<file path="src/rtl/otg_irq_pkg.sv">
// Package: shared constants and register address map for the OTG interrupt latch.
// Assumes an 8-bit register file reached through a 3-bit address.
package otg_irq_pkg;

    localparam int unsigned NUM_SRC  = 8;
    localparam int unsigned ADDR_W   = 3;
    localparam int unsigned SYNC_LEN = 2;

    // Register address map; set/clear pairs share one backing register.
    typedef enum logic [ADDR_W-1:0] {
        A_SRC  = 3'd0,
        A_LSET = 3'd1,
        A_LCLR = 3'd2,
        A_RSET = 3'd3,
        A_RCLR = 3'd4,
        A_FSET = 3'd5,
        A_FCLR = 3'd6,
        A_NONE = 3'd7
    } reg_addr_e;

endpackage

</file>
<file path="src/rtl/irq_sync_edge.sv">
// Module: synchronises asynchronous status lines and reports qualified edges.
// Each bit passes through STAGES flops; one more flop holds the previous
// synchronised value so that rising and falling transitions can be seen.
// Assumes STAGES >= 2 and that inputs are held at least one cycle per level.
module irq_sync_edge #(
    parameter int unsigned W      = 8,
    parameter int unsigned STAGES = 2
) (
    input  logic         clk,
    input  logic         rst_n,
    input  logic [W-1:0] din,
    input  logic [W-1:0] rise_en,
    input  logic [W-1:0] fall_en,
    output logic [W-1:0] level,
    output logic [W-1:0] edge_hit
);

    localparam int unsigned LAST = STAGES - 1;

    logic [W-1:0] chain [STAGES];
    logic [W-1:0] prev_q;
    logic [W-1:0] rose;
    logic [W-1:0] fell;

    // Shift the raw inputs through the synchroniser and keep one delayed copy.
    always_ff @(posedge clk) begin
        if (!rst_n) begin
            for (int s = 0; s < STAGES; s++) begin
                chain[s] <= '0;
            end
            prev_q <= '0;
        end else begin
            chain[0] <= din;
            for (int s = 1; s < STAGES; s++) begin
                chain[s] <= chain[s-1];
            end
            prev_q <= chain[LAST];
        end
    end

    // Per-bit edge detection, gated by the direction enables.
    for (genvar b = 0; b < W; b++) begin : g_bit
        always_comb begin
            rose[b]     = chain[LAST][b] & ~prev_q[b];
            fell[b]     = ~chain[LAST][b] & prev_q[b];
            edge_hit[b] = (rose[b] & rise_en[b]) | (fell[b] & fall_en[b]);
        end
    end

    assign level = chain[LAST];

endmodule

</file>
<file path="src/rtl/irq_setclr_reg.sv">
// Module: register with independent write-one-to-set and write-one-to-clear
// inputs. Used for both edge-enable registers. Assumes set and clear never
// arrive in the same cycle; if they did, clear would win.
module irq_setclr_reg #(
    parameter int unsigned W = 8
) (
    input  logic         clk,
    input  logic         rst_n,
    input  logic [W-1:0] set_vec,
    input  logic [W-1:0] clr_vec,
    output logic [W-1:0] q
);

    // Apply set bits, then clear bits.
    always_ff @(posedge clk) begin
        if (!rst_n) begin
            q <= '0;
        end else begin
            q <= (q | set_vec) & ~clr_vec;
        end
    end

endmodule

</file>
<file path="src/rtl/irq_latch_bank.sv">
// Module: sticky interrupt latch. A bit is set by a qualified edge or a
// software set, and cleared by a software clear. In any one cycle an edge
// beats a clear of the same bit, so no event is lost.
module irq_latch_bank #(
    parameter int unsigned W = 8
) (
    input  logic         clk,
    input  logic         rst_n,
    input  logic [W-1:0] edge_hit,
    input  logic [W-1:0] set_vec,
    input  logic [W-1:0] clr_vec,
    output logic [W-1:0] q
);

    logic [W-1:0] clr_eff;

    // A clear takes effect only on bits with no edge in the same cycle.
    assign clr_eff = clr_vec & ~edge_hit;

    // Accumulate events and drop cleared bits.
    always_ff @(posedge clk) begin
        if (!rst_n) begin
            q <= '0;
        end else begin
            q <= (q | set_vec | edge_hit) & ~clr_eff;
        end
    end

endmodule

</file>
<file path="src/rtl/otg_irq_latch.sv">
// Module: top of the OTG status interrupt latch. Decodes the register port,
// builds the read mux and drives the active-low interrupt.
// Assumes single-cycle write strobes and a read port sampled combinationally.
module otg_irq_latch
    import otg_irq_pkg::*;
#(
    parameter int unsigned NUM = NUM_SRC
) (
    input  logic              clk,
    input  logic              rst_n,
    input  logic [NUM-1:0]    stat_in,
    input  logic              bus_we,
    input  logic [ADDR_W-1:0] bus_addr,
    input  logic [NUM-1:0]    bus_wdata,
    output logic [NUM-1:0]    bus_rdata,
    output logic              irq_n
);

    logic [NUM-1:0] level;
    logic [NUM-1:0] edge_hit;
    logic [NUM-1:0] latch_q;
    logic [NUM-1:0] rise_en;
    logic [NUM-1:0] fall_en;
    logic [NUM-1:0] lset_v, lclr_v, rset_v, rclr_v, fset_v, fclr_v;

    // Write decode: each strobe routes the data word to one set or clear vector.
    always_comb begin
        lset_v = (bus_we && bus_addr == A_LSET) ? bus_wdata : '0;
        lclr_v = (bus_we && bus_addr == A_LCLR) ? bus_wdata : '0;
        rset_v = (bus_we && bus_addr == A_RSET) ? bus_wdata : '0;
        rclr_v = (bus_we && bus_addr == A_RCLR) ? bus_wdata : '0;
        fset_v = (bus_we && bus_addr == A_FSET) ? bus_wdata : '0;
        fclr_v = (bus_we && bus_addr == A_FCLR) ? bus_wdata : '0;
    end

    irq_sync_edge #(.W(NUM), .STAGES(SYNC_LEN)) u_sync (
        .clk      (clk),
        .rst_n    (rst_n),
        .din      (stat_in),
        .rise_en  (rise_en),
        .fall_en  (fall_en),
        .level    (level),
        .edge_hit (edge_hit)
    );

    irq_setclr_reg #(.W(NUM)) u_rise (
        .clk     (clk),
        .rst_n   (rst_n),
        .set_vec (rset_v),
        .clr_vec (rclr_v),
        .q       (rise_en)
    );

    irq_setclr_reg #(.W(NUM)) u_fall (
        .clk     (clk),
        .rst_n   (rst_n),
        .set_vec (fset_v),
        .clr_vec (fclr_v),
        .q       (fall_en)
    );

    irq_latch_bank #(.W(NUM)) u_latch (
        .clk      (clk),
        .rst_n    (rst_n),
        .edge_hit (edge_hit),
        .set_vec  (lset_v),
        .clr_vec  (lclr_v),
        .q        (latch_q)
    );

    // Read mux: both addresses of a pair return the same register.
    always_comb begin
        case (bus_addr)
            A_SRC:          bus_rdata = level;
            A_LSET, A_LCLR: bus_rdata = latch_q;
            A_RSET, A_RCLR: bus_rdata = rise_en;
            A_FSET, A_FCLR: bus_rdata = fall_en;
            default:        bus_rdata = '0;
        endcase
    end

    // Interrupt pin is low while any event is pending.
    assign irq_n = ~(|latch_q);

endmodule

</file>
<file path="config.mk">
export PLATFORM = sky130hd
export DESIGN_NAME = otg_irq_latch
export DESIGN_NICKNAME = d
export VERILOG_FILES = /design/src/rtl/otg_irq_pkg.sv /design/src/rtl/irq_sync_edge.sv /design/src/rtl/irq_setclr_reg.sv /design/src/rtl/irq_latch_bank.sv /design/src/rtl/otg_irq_latch.sv
export SDC_FILE = /design/constraint.sdc
export NUM_CORES = 1
export LEC_CHECK = 0
export ABC_AREA = 0
export BUFFER_PORTS_ARGS = -buffer_cell sky130_fd_sc_hd__buf_2
export CAP_MARGIN = 20
export CORE_MARGIN = 10
export CORE_UTILIZATION = 30
export CTS_CLUSTER_DIAMETER = 60
export DETAILED_ROUTE_END_ITERATION = 10
export SKIP_CTS_REPAIR_TIMING = 1
export SLEW_MARGIN = 20
export SYNTH_ARGS = -nofsm -noshare
export SYNTH_HDL_FRONTEND = slang
export SYNTH_SLANG_ARGS = --single-unit
</file>
<file path="constraint.sdc">
create_clock -name clk -period 1.75 [get_ports clk]
set_clock_uncertainty 0.2 [all_clocks]
set_input_delay 0.0875 -clock clk [delete_from_list [all_inputs] [get_ports clk]]
set_output_delay 0.0875 -clock clk [all_outputs]
set_load 0.02 [all_outputs]
</file>
==> results of run 1 <==
==> metal layers <==
metal | wire length (um) | part of all wire
met4 | 61 | 0.011
met2 | 2480 | 0.43
met1 | 2890 | 0.51
met5 | 0 | 0
met3 | 270 | 0.047
==> layout make-up <==
class / count / area (um^2) / share of cell area
clock buffer: 6 / 82.6 / 0.0290
clock inverter: 2 / 38.8 / 0.0136
inverter: 2 / 7.51 / 0.00263
multi-input combinational: 153 / 1180 / 0.415
sequential: 48 / 983 / 0.345
tap: 99 / 124 / 0.0435
timing repair buffer: 57 / 432 / 0.151
==> flip-flops by register name (all words and copies together) (netlist names) <==
name	count
u_sync.chain	16
u_fall.q	8
u_sync.prev_q	8
u_rise.q	8
u_latch.q	8
==> cells by family (layout without fill, tap and decap cells) <==
kind of cell,after synthesis,count (layout),share of synthesized area
DFF,48,48,0.436
xor gates and xnor gates,1,1,0.00738
AOI/OAI and AO/OA,71,71,0.216
buffers and inverters,16,67,0.0420
and+or+nand+nor,59,59,0.189
muxes,22,22,0.111
==> Yosys cell counts (all sizes together) (7+ instances only) <==
cell,instances,share of area
a41oi,7,0.028
clkbuf,7,0.012
a221oi,8,0.032
a21oi,31,0.070
mux2i,12,0.054
buf,7,0.027
a211oi,16,0.054
and2,31,0.088
dfxtp,48,0.44
a21boi,7,0.024
mux2,9,0.046
nand3b,16,0.054
==> per-stage QoR <==
stage	instances	cell area, um^2	hold WS, ps
2_1_floorplan	217	2210	-15.9
3_3_place_gp	341	2470	92.5
3_5_place_dp	341	2470	95.6
4_1_cts	349	2600	-229
5_1_grt	367	2850	95.5
6_report	367	2850	81.3
==> cells in the final DEF, fill, tap and decap left out, drive strengths merged, types with 2 or more instances in the layout <==
master	n
mux2i	12
or4	2
nor2	2
mux2	9
clkbuf	6
and4b	3
buf	41
and4bb	2
dlygate4sd3	16
a41oi	7
inv	2
dfxtp	48
a21boi	7
nand3b	16
and2	31
a221oi	8
a21oi	31
a211oi	16
==> final timing paths <==
kind / slack [ps] / to
hold reg to reg: 240 / u_sync.chain[0][10]
setup / recovery: -70 / bus_rdata[7]
hold / removal: 80 / u_sync.chain[0][11]
setup reg to reg: 560 / u_latch.q[7]
==> report_power, final <==
group          internal, mW  total [mW]  switching (mW)
sequential             1.13        1.15          0.0239
clock                 0.468       0.864           0.397
combinational         0.155       0.306           0.151
total                  1.75        2.32           0.571
==> tightest hold or removal path: stages <==
cell    delay, ps
buf_2         100
buf_4         200
and2_1        150
==> run summary, run 1 <==
Met3 Track Usage GR - 0.0305
Post-synth cell types - 30
Yosys reg bits - 48
Clk slew on worst S/H paths - 90 ps
DR pass1 iterations - 4
Die Footprint - 11200 um^2
Slew @ Worst Pin - 476 ps
Synth-to-Final Area Change - 29.2%
Post-layout minimum cycle time - 1820 ps
Post-Route WL - 5700 um
EDFF count, synth - 0
Initial Util - 0.306
Peak supply drop - 0.000415 V
P per Cell Area - 815 nW/um^2
Tcrit/Tclk final - 1.04
Maximum buffer depth of the clock tree - 2
Top FF cell, synth - dfxtp_1
Initial antenna violation count - 0
Critical path depth in cells - 3
Root buffer cell - clkbuf_8
Warnings, synthesis - 0
Via Count - 1828
Crit path cell chain - mux2_4 > mux4_2 > buf_6
Crit-path max cell delay - 470 ps
Number of fillers in the final layout - 753
Cells after synthesis - 217
Avg WL per Cell - 15.5 um
Total GRT Usage - 0.0987
Clk_lat worst skew - 310 ps
Pre-CTS setup slack - 177 ps
HPWL Detailed - 3800 um
Met2 GRT Util - 0.133
Hold path depth - 3
PnR Total Power - 2.32 mW
Sequential share of the synthesized area - 0.436
Final ANT Viol Nets - 0
Worst R2R Path Depth - 4
Most crowded layer after global routing - met1
Rel. slew slack - 0.683
Fin nets - 289
Worst Setup SP - u_rise.q[7]
Vias/cell - 4.98
Clk sinks - 48
Leak - 1.06 nW
Setup TNS - -68.6 ps
RR Startpoint - u_rise.q[7]
IO buf count - 30
Run status - finished with violations
DRC - 0
Endpoints failing hold - 0
Global-route wire length before repair - 8860 um
Syn Area/Cell - 10.2 um^2
WS Path Type - flop to output pin
Cell Rows - 31
Final setup margin - -68.6 ps
N_diodes - 0
Failing checks - negative setup slack
Iter 0 DRT Violations - 145
Worst Path Arrival - 1530 ps
Chip width - 106 um
Synthesized area - 2210 um^2
Hold Crit Class - primary input to flop
Unrepaired setup endpoints after global routing - true
Worst Path Max Fanout - 4
CP Buf/Inv Count - 1
Critical path capture point type - output pin
Asr flop ratio synth - 0
Syn_nets - 239
Critical path startpoint category - flop
Core box area - 7210 um^2
Required time worst endpoint - 1460 ps
M1 GR Usage - 0.142
Max Slew Vio Count - 0
CP top delay family - multiplexers
IO Count - 31
Max H-tree Level - 2
CTS tree - done
Slowest-stage cell, CP - mux4_2
Total CTS buffers - 5
Hold Path Origin - rst_n
Core Util, Final - 0.395
Final global-route overflow total - 0
Global placement routability congestion - 0.798
Pin count of the biggest net entering global routing - 25
Fraction of layout cells with a size suffix above 1 - 0.321
Peak Freq - 550 MHz
Vias in the first global route - 1650
Final setup viols - 1
Die Y-Extent - 106 um
Max-Cap Viols - 0
(Power assumes the default switching activity.)
==> run 2, diff against run 1 <==
--- a/config.mk
+++ b/config.mk
@@ -11,5 +11,7 @@
 export CORE_MARGIN = 10
-export CORE_UTILIZATION = 30
+export CORE_UTILIZATION = 50
 export CTS_CLUSTER_DIAMETER = 60
 export DETAILED_ROUTE_END_ITERATION = 10
+export GPL_TIMING_DRIVEN = 1
+export PLACE_DENSITY = 0.71
 export SKIP_CTS_REPAIR_TIMING = 1
==> constraint.sdc (replaced) <==
create_clock -name clk -period 1.75 [get_ports clk]
set_clock_uncertainty 0.2 [all_clocks]
set_input_delay 0.35 -clock clk [delete_from_list [all_inputs] [get_ports clk]]
set_output_delay 0.35 -clock clk [all_outputs]
set_load 0.02 [all_outputs]
==> run 2 against run 1 <==
Net effect:
- the flow still finishes with violations (negative setup slack)
- core utilization rose by 30 points
- global-route usage rose by 4.8 points
- setup slack got worse by 250 ps
- highest routed layer unchanged
==> run summary, run 2 (same netlist as run 1, synthesis figures left out) <==
Layout Cells excl Fill - 326 (was 367)
Placed cell count - 308 (was 341)
Critical path capture point type - output pin (unchanged)
Most frequent cells in the layout - and2_1, dfxtp_1, buf_4 (was and2_1, dfxtp_1, a21oi_1)
Global-route wire length before repair - 8790 um (was 8860 um)
Max Slew Vio Count - 0 (unchanged)
Fraction of layout cells with a size suffix above 1 - 0.434 (was 0.321)
Die Y-Extent - 86.4 um (was 106 um)
Avg WL per Cell - 17.9 um (was 15.5 um)
Hold path depth - 2 (was 3)
Hold Path Origin - stat_in[6] (was rst_n)
Iter 0 DRT Violations - 97 (was 145)
Total CTS buffers - 5 (unchanged)
Hold Crit Class - primary input to flop (unchanged)
Number of fillers in the final layout - 334 (was 753)
Clk_lat worst skew - 300 ps (was 310 ps)
Initial antenna violation count - 0 (unchanged)
Leak - 1.18 nW (was 1.06 nW)
Tcrit/Tclk final - 1.18 (was 1.04)
Max reg flops - 16 (unchanged)
HPWL Detailed - 3760 um (was 3800 um)
Worst R2R Path Depth - 4 (unchanged)
Global placement routability congestion - 0.834 (was 0.798)
Critical path startpoint category - flop (unchanged)
Total GRT Usage - 0.147 (was 0.0987)
Worst Path Max Fanout - 3 (was 4)
RR Startpoint - u_sync.chain[0][11] (was u_rise.q[7])
Worst Path Arrival - 1520 ps (was 1530 ps)
N_diodes - 0 (unchanged)
P per Cell Area - 715 nW/um^2 (was 815 nW/um^2)
DR pass1 iterations - 4 (unchanged)
Max-Cap Viols - 0 (unchanged)
Endpoints failing hold - 0 (unchanged)
Vias/cell - 5.87 (was 4.98)
Final setup margin - -319 ps (was -68.6 ps)
Maximum buffer depth of the clock tree - 2 (unchanged)
Clk sinks - 48 (unchanged)
Unrepaired setup endpoints after global routing - true (unchanged)
Synth-to-Final Area Change - 36.4% (was 29.2%)
Root buffer cell - clkbuf_8 (unchanged)
IO buf count - 30 (unchanged)
CTS tree - done (unchanged)
Slew @ Worst Pin - 440 ps (was 476 ps)
R2R Setup Slk - 470 ps (was 560 ps)
Post-Route WL - 5820 um (was 5700 um)
Max H-tree Level - 2 (unchanged)
WS Path Type - flop to output pin (unchanged)
Final global-route overflow total - 0 (unchanged)
Vias in the first global route - 1760 (was 1650)
Cell Rows - 24 (was 31)
Post-layout minimum cycle time - 2070 ps (was 1820 ps)
DRC - 0 (unchanged)
Chip width - 86.4 um (was 106 um)
Final setup viols - 9 (was 1)
Run status - finished with violations (unchanged)
Reg with most FFs - u_sync.chain (unchanged)
Fin nets - 296 (was 289)
WHS Endpoint - u_sync.chain[0][6] (was u_sync.chain[0][11])
Rel. slew slack - 0.706 (was 0.683)
Hold WS - 51.6 ps (was 81.3 ps)
Commonest non-fill, non-tap cell in the layout - and2_1 (unchanged)
Clk slew on worst S/H paths - 90 ps (about the same)
Failing checks - negative setup slack (unchanged)
IO Count - 31 (unchanged)
Core Util, Final - 0.696 (was 0.395)
Peak Freq - 483 MHz (was 550 MHz)
Pre-CTS setup slack - -344 ps (was 177 ps)
Final ANT Viol Nets - 0 (unchanged)
Required time worst endpoint - 1200 ps (was 1460 ps)
Core box area - 4320 um^2 (was 7210 um^2)
Initial Util - 0.510 (was 0.306)
FF-to-FF End - u_latch.q[3] (was u_latch.q[7])
Pin count of the biggest net entering global routing - 25 (unchanged)
Peak supply drop - 0.000492 V (was 0.000415 V)
Via Count - 1913 (was 1828)
Die Footprint - 7470 um^2 (was 11200 um^2)
==> run 2: worst max-delay path, stage by stage, from the launching register on <==
cell     delay, ps
dfxtp_1        330
mux2_4         270
mux4_2         470
buf_6          150
==> run 2: worst max path at each step <==
stage | cells past startpoint | end | start | slack [ps]
floorplan | 3 | bus_rdata[7] | bus_addr[1] | -90
global placement | 4 | bus_rdata[7] | bus_addr[1] | -310
detailed placement | 6 | bus_rdata[0] | bus_addr[1] | -340
CTS | 3 | bus_rdata[7] | u_sync.chain[0][15] | -350
global route | 3 | bus_rdata[7] | u_sync.chain[0][15] | -360
finish | 3 | bus_rdata[7] | u_rise.q[7] | -320
==> run 2: area by class of cell <==
| cell class | instances | area (um^2) | area share |
|---|---|---|---|
| Clock buffer | 5 | 68.8 | 0.0229 |
| Clock inverter | 2 | 12.5 | 0.00416 |
| Inverter | 2 | 7.51 | 0.00250 |
| Multi-Input combinational cell | 153 | 1320 | 0.439 |
| Sequential cell | 48 | 998 | 0.332 |
| Tap cell | 52 | 65.1 | 0.0216 |
| Timing Repair Buffer | 64 | 534 | 0.178 |
==> run 2: per-layer routing <==
metal,GRT usage,vias to the layer above,share of wire,wire [um]
li1,-,938,-,-
met1,0.193,913,0.48,2780
met2,0.223,53,0.45,2610
met3,0.0413,9,0.057,333
met4,0.0530,0,0.017,99
met5,0,-,0,0
==> run 2: stage by stage <==
stage / power [mW] / instance area (um^2) / TNS [ps]
2_1_floorplan: 1.34 / 2280 / -231
3_5_place_dp: 1.46 / 2580 / -4580
3_3_place_gp: 1.46 / 2580 / -3450
4_1_cts: 2.08 / 2670 / -2780
6_report: 2.15 / 3010 / -1650
5_1_grt: 2.23 / 3010 / -2100
==> run 2: power breakdown <==
part           total [mW]  internal, mW  switching (mW)  leakage, nW
Sequential           1.15          1.12          0.0251        0.402
Combinational       0.364         0.186           0.178        0.741
Clock               0.639         0.271           0.368       0.0400
==> run 3, diff against run 2 <==
BUFFER_PORTS_ARGS = not set   (was -buffer_cell sky130_fd_sc_hd__buf_2)
CTS_CLUSTER_SIZE = 40   (was not set)
DONT_BUFFER_PORTS = 1   (was not set)
PLACE_DENSITY = not set   (was 0.71)
==> run 3 against run 2 <==
Net effect:
- the flow still finishes with violations (negative setup slack)
- combinational power down 26%
- worst hold slack better by 1.3 ps
- core utilization down 5.7 points
- wire length down 1.6%
- total power up 8.4%
- largest power group unchanged
- critical path type unchanged
- first-iteration DRC count up 37%
- global-route usage down 0.30 points
==> run summary, run 3 (same netlist as run 1, synthesis figures left out) <==
Run status - finished with violations (unchanged)
Failing checks - negative setup slack (unchanged)
Tcrit/Tclk final - 1.13 (was 1.18)
Final ANT Viol Nets - 0 (unchanged)
DR pass1 iterations - 4 (unchanged)
Endpoints failing hold - 0 (unchanged)
Rel. slew slack - 0.564 (was 0.706)
IO buf count - 0 (was 30)
Avg WL per Cell - 19.6 um (was 17.9 um)
Final setup margin - -232 ps (was -319 ps)
Post-layout minimum cycle time - 1980 ps (was 2070 ps)
Max reg flops - 16 (unchanged)
Chip width - 86.4 um (unchanged)
Pin count of the biggest net entering global routing - 26 (was 25)
Core Util, Final - 0.639 (was 0.696)
Global placement routability congestion - 0.760 (was 0.834)
Die Footprint - 7470 um^2 (unchanged)
Vias/cell - 6.19 (was 5.87)
Final setup viols - 9 (unchanged)
Total GRT Usage - 0.144 (was 0.147)
Unrepaired setup endpoints after global routing - true (unchanged)
Post-Route WL - 5730 um (was 5820 um)
Critical path capture point type - output pin (unchanged)
Required time worst endpoint - 1200 ps (about the same)
Peak Freq - 505 MHz (was 483 MHz)
Final global-route overflow total - 0 (unchanged)
Commonest non-fill, non-tap cell in the layout - and2_1 (unchanged)
Sw Share - 0.214 (was 0.266)
Leak - 0.994 nW (was 1.18 nW)
Clk slew on worst S/H paths - 90 ps (about the same)
Most frequent cells in the layout - and2_1, dfxtp_1, a21oi_1 (was and2_1, dfxtp_1, buf_4)
Synth-to-Final Area Change - 25.2% (was 36.4%)
Hold Crit Class - primary input to flop (unchanged)
HPWL Detailed - 3760 um (about the same)
Worst Path Max Fanout - 4 (was 3)
Part of the power in registers - 0.495 (was 0.533)
WS Path Type - flop to output pin (unchanged)
Pint - 1.83 mW (was 1.58 mW)
P per Cell Area - 844 nW/um^2 (was 715 nW/um^2)
Global-route wire length before repair - 8760 um (was 8790 um)
Critical path startpoint category - flop (unchanged)
Vias in the first global route - 1765 (was 1760)
Pre-CTS setup slack - -26.4 ps (was -344 ps)
Clock power share - 0.390 (was 0.297)
CTS tree - done (unchanged)
Gate power share - 0.115 (was 0.169)
IO Count - 31 (unchanged)
Reg with most FFs - u_sync.chain (unchanged)
Core box area - 4320 um^2 (unchanged)
Max-Cap Viols - 0 (unchanged)
Maximum buffer depth of the clock tree - 2 (unchanged)
Die Y-Extent - 86.4 um (unchanged)
Initial antenna violation count - 0 (unchanged)
Fin nets - 263 (was 296)
N_diodes - 0 (unchanged)
Max Slew Vio Count - 0 (unchanged)
Sw power - 498 uW (was 571 uW)
Peak supply drop - 0.000583 V (was 0.000492 V)
Via Count - 1813 (was 1913)
DRC - 0 (unchanged)
Fraction of layout cells with a size suffix above 1 - 0.286 (was 0.434)
Clk sinks - 48 (unchanged)
Slew @ Worst Pin - 652 ps (was 440 ps)
Total CTS buffers - 5 (unchanged)
PnR Total Power - 2.33 mW (was 2.15 mW)
Clk_lat worst skew - 280 ps (was 300 ps)
Worst Path Arrival - 1430 ps (was 1520 ps)
Max H-tree Level - 2 (unchanged)
Root buffer cell - clkbuf_8 (unchanged)
Cell Rows - 24 (unchanged)
Iter 0 DRT Violations - 133 (was 97)
Initial Util - 0.510 (unchanged)
-- run 3: cell count changes in the layout (fill, tap and decap cells not counted), moves of 3 or more --
cell / before / now
dfxtp_2: 12 / 20
buf_6: 7 / 3
a221oi_2: 4 / 1
a221oi_1: 2 / 7
buf_2: 21 / 0
dfxtp_1: 30 / 26
dlygate4sd3_1: 0 / 17
dfxtp_4: 6 / 2
buf_4: 29 / 11
buf_12: 3 / 0
-- run 3: path summary, 6_finish.rpt --
kind | end | start | cells after the start | slack (ps)
setup reg to reg | u_latch.q[6] | u_sync.chain[0][14] | 3 | 450
setup / recovery | bus_rdata[7] | u_sync.chain[0][15] | 2 | -230
hold / removal | u_rise.q[2] | bus_wdata[2] | 2 | 50
hold reg to reg | u_sync.chain[0][14] | u_sync.chain[0][6] | 1 | 240
-- run 3: worst max-delay path, stage by stage (launching register included) --
cell	delay [ps]
dfxtp_2	350
mux2_4	260
mux4_2	530
-- run 3: final cells by class --
| type | count | area [um^2] |
|---|---|---|
| inverter | 2 | 7.51 |
| sequential | 48 | 993 |
| clock buffer | 5 | 68.8 |
| timing repair buffer | 31 | 287 |
| multi-input combinational | 153 | 1280 |
| fill | 365 | 1560 |
| tap | 52 | 65.1 |
| clock inverter | 2 | 60.1 |
-- run 3: through the flow --
step	std cells	cell area (um^2)	hold slack [ps]	setup TNS [ps]
3_3_place_gp	268	2350	215	-13.2
6_report	293	2760	52.9	-722
5_1_grt	293	2760	56.9	-1150
2_1_floorplan	217	2280	212	-231
3_5_place_dp	268	2350	222	-26.4
4_1_cts	275	2480	-61.9	-1370
-- run 3: power by group through the flow --
| stage | clock network (mW) | registers [mW] | logic, mW |
|---|---|---|---|
| 3_5_place_dp | 0 | 1.18 | 0.204 |
| 3_3_place_gp | 0 | 1.18 | 0.199 |
| 4_1_cts | 0.927 | 1.15 | 0.205 |
| 6_report | 0.909 | 1.15 | 0.268 |
| 5_1_grt | 0.972 | 1.16 | 0.289 |
| 2_1_floorplan | 0 | 1.17 | 0.177 |
-- run 3: routing by layer --
layer	vias to the layer above	wire length, um	GRT usage
li1	878	-	-
met1	872	2630	0.188
met2	57	2660	0.225
met3	6	374	0.0394
met4	0	65	0.0412
met5	-	0	0
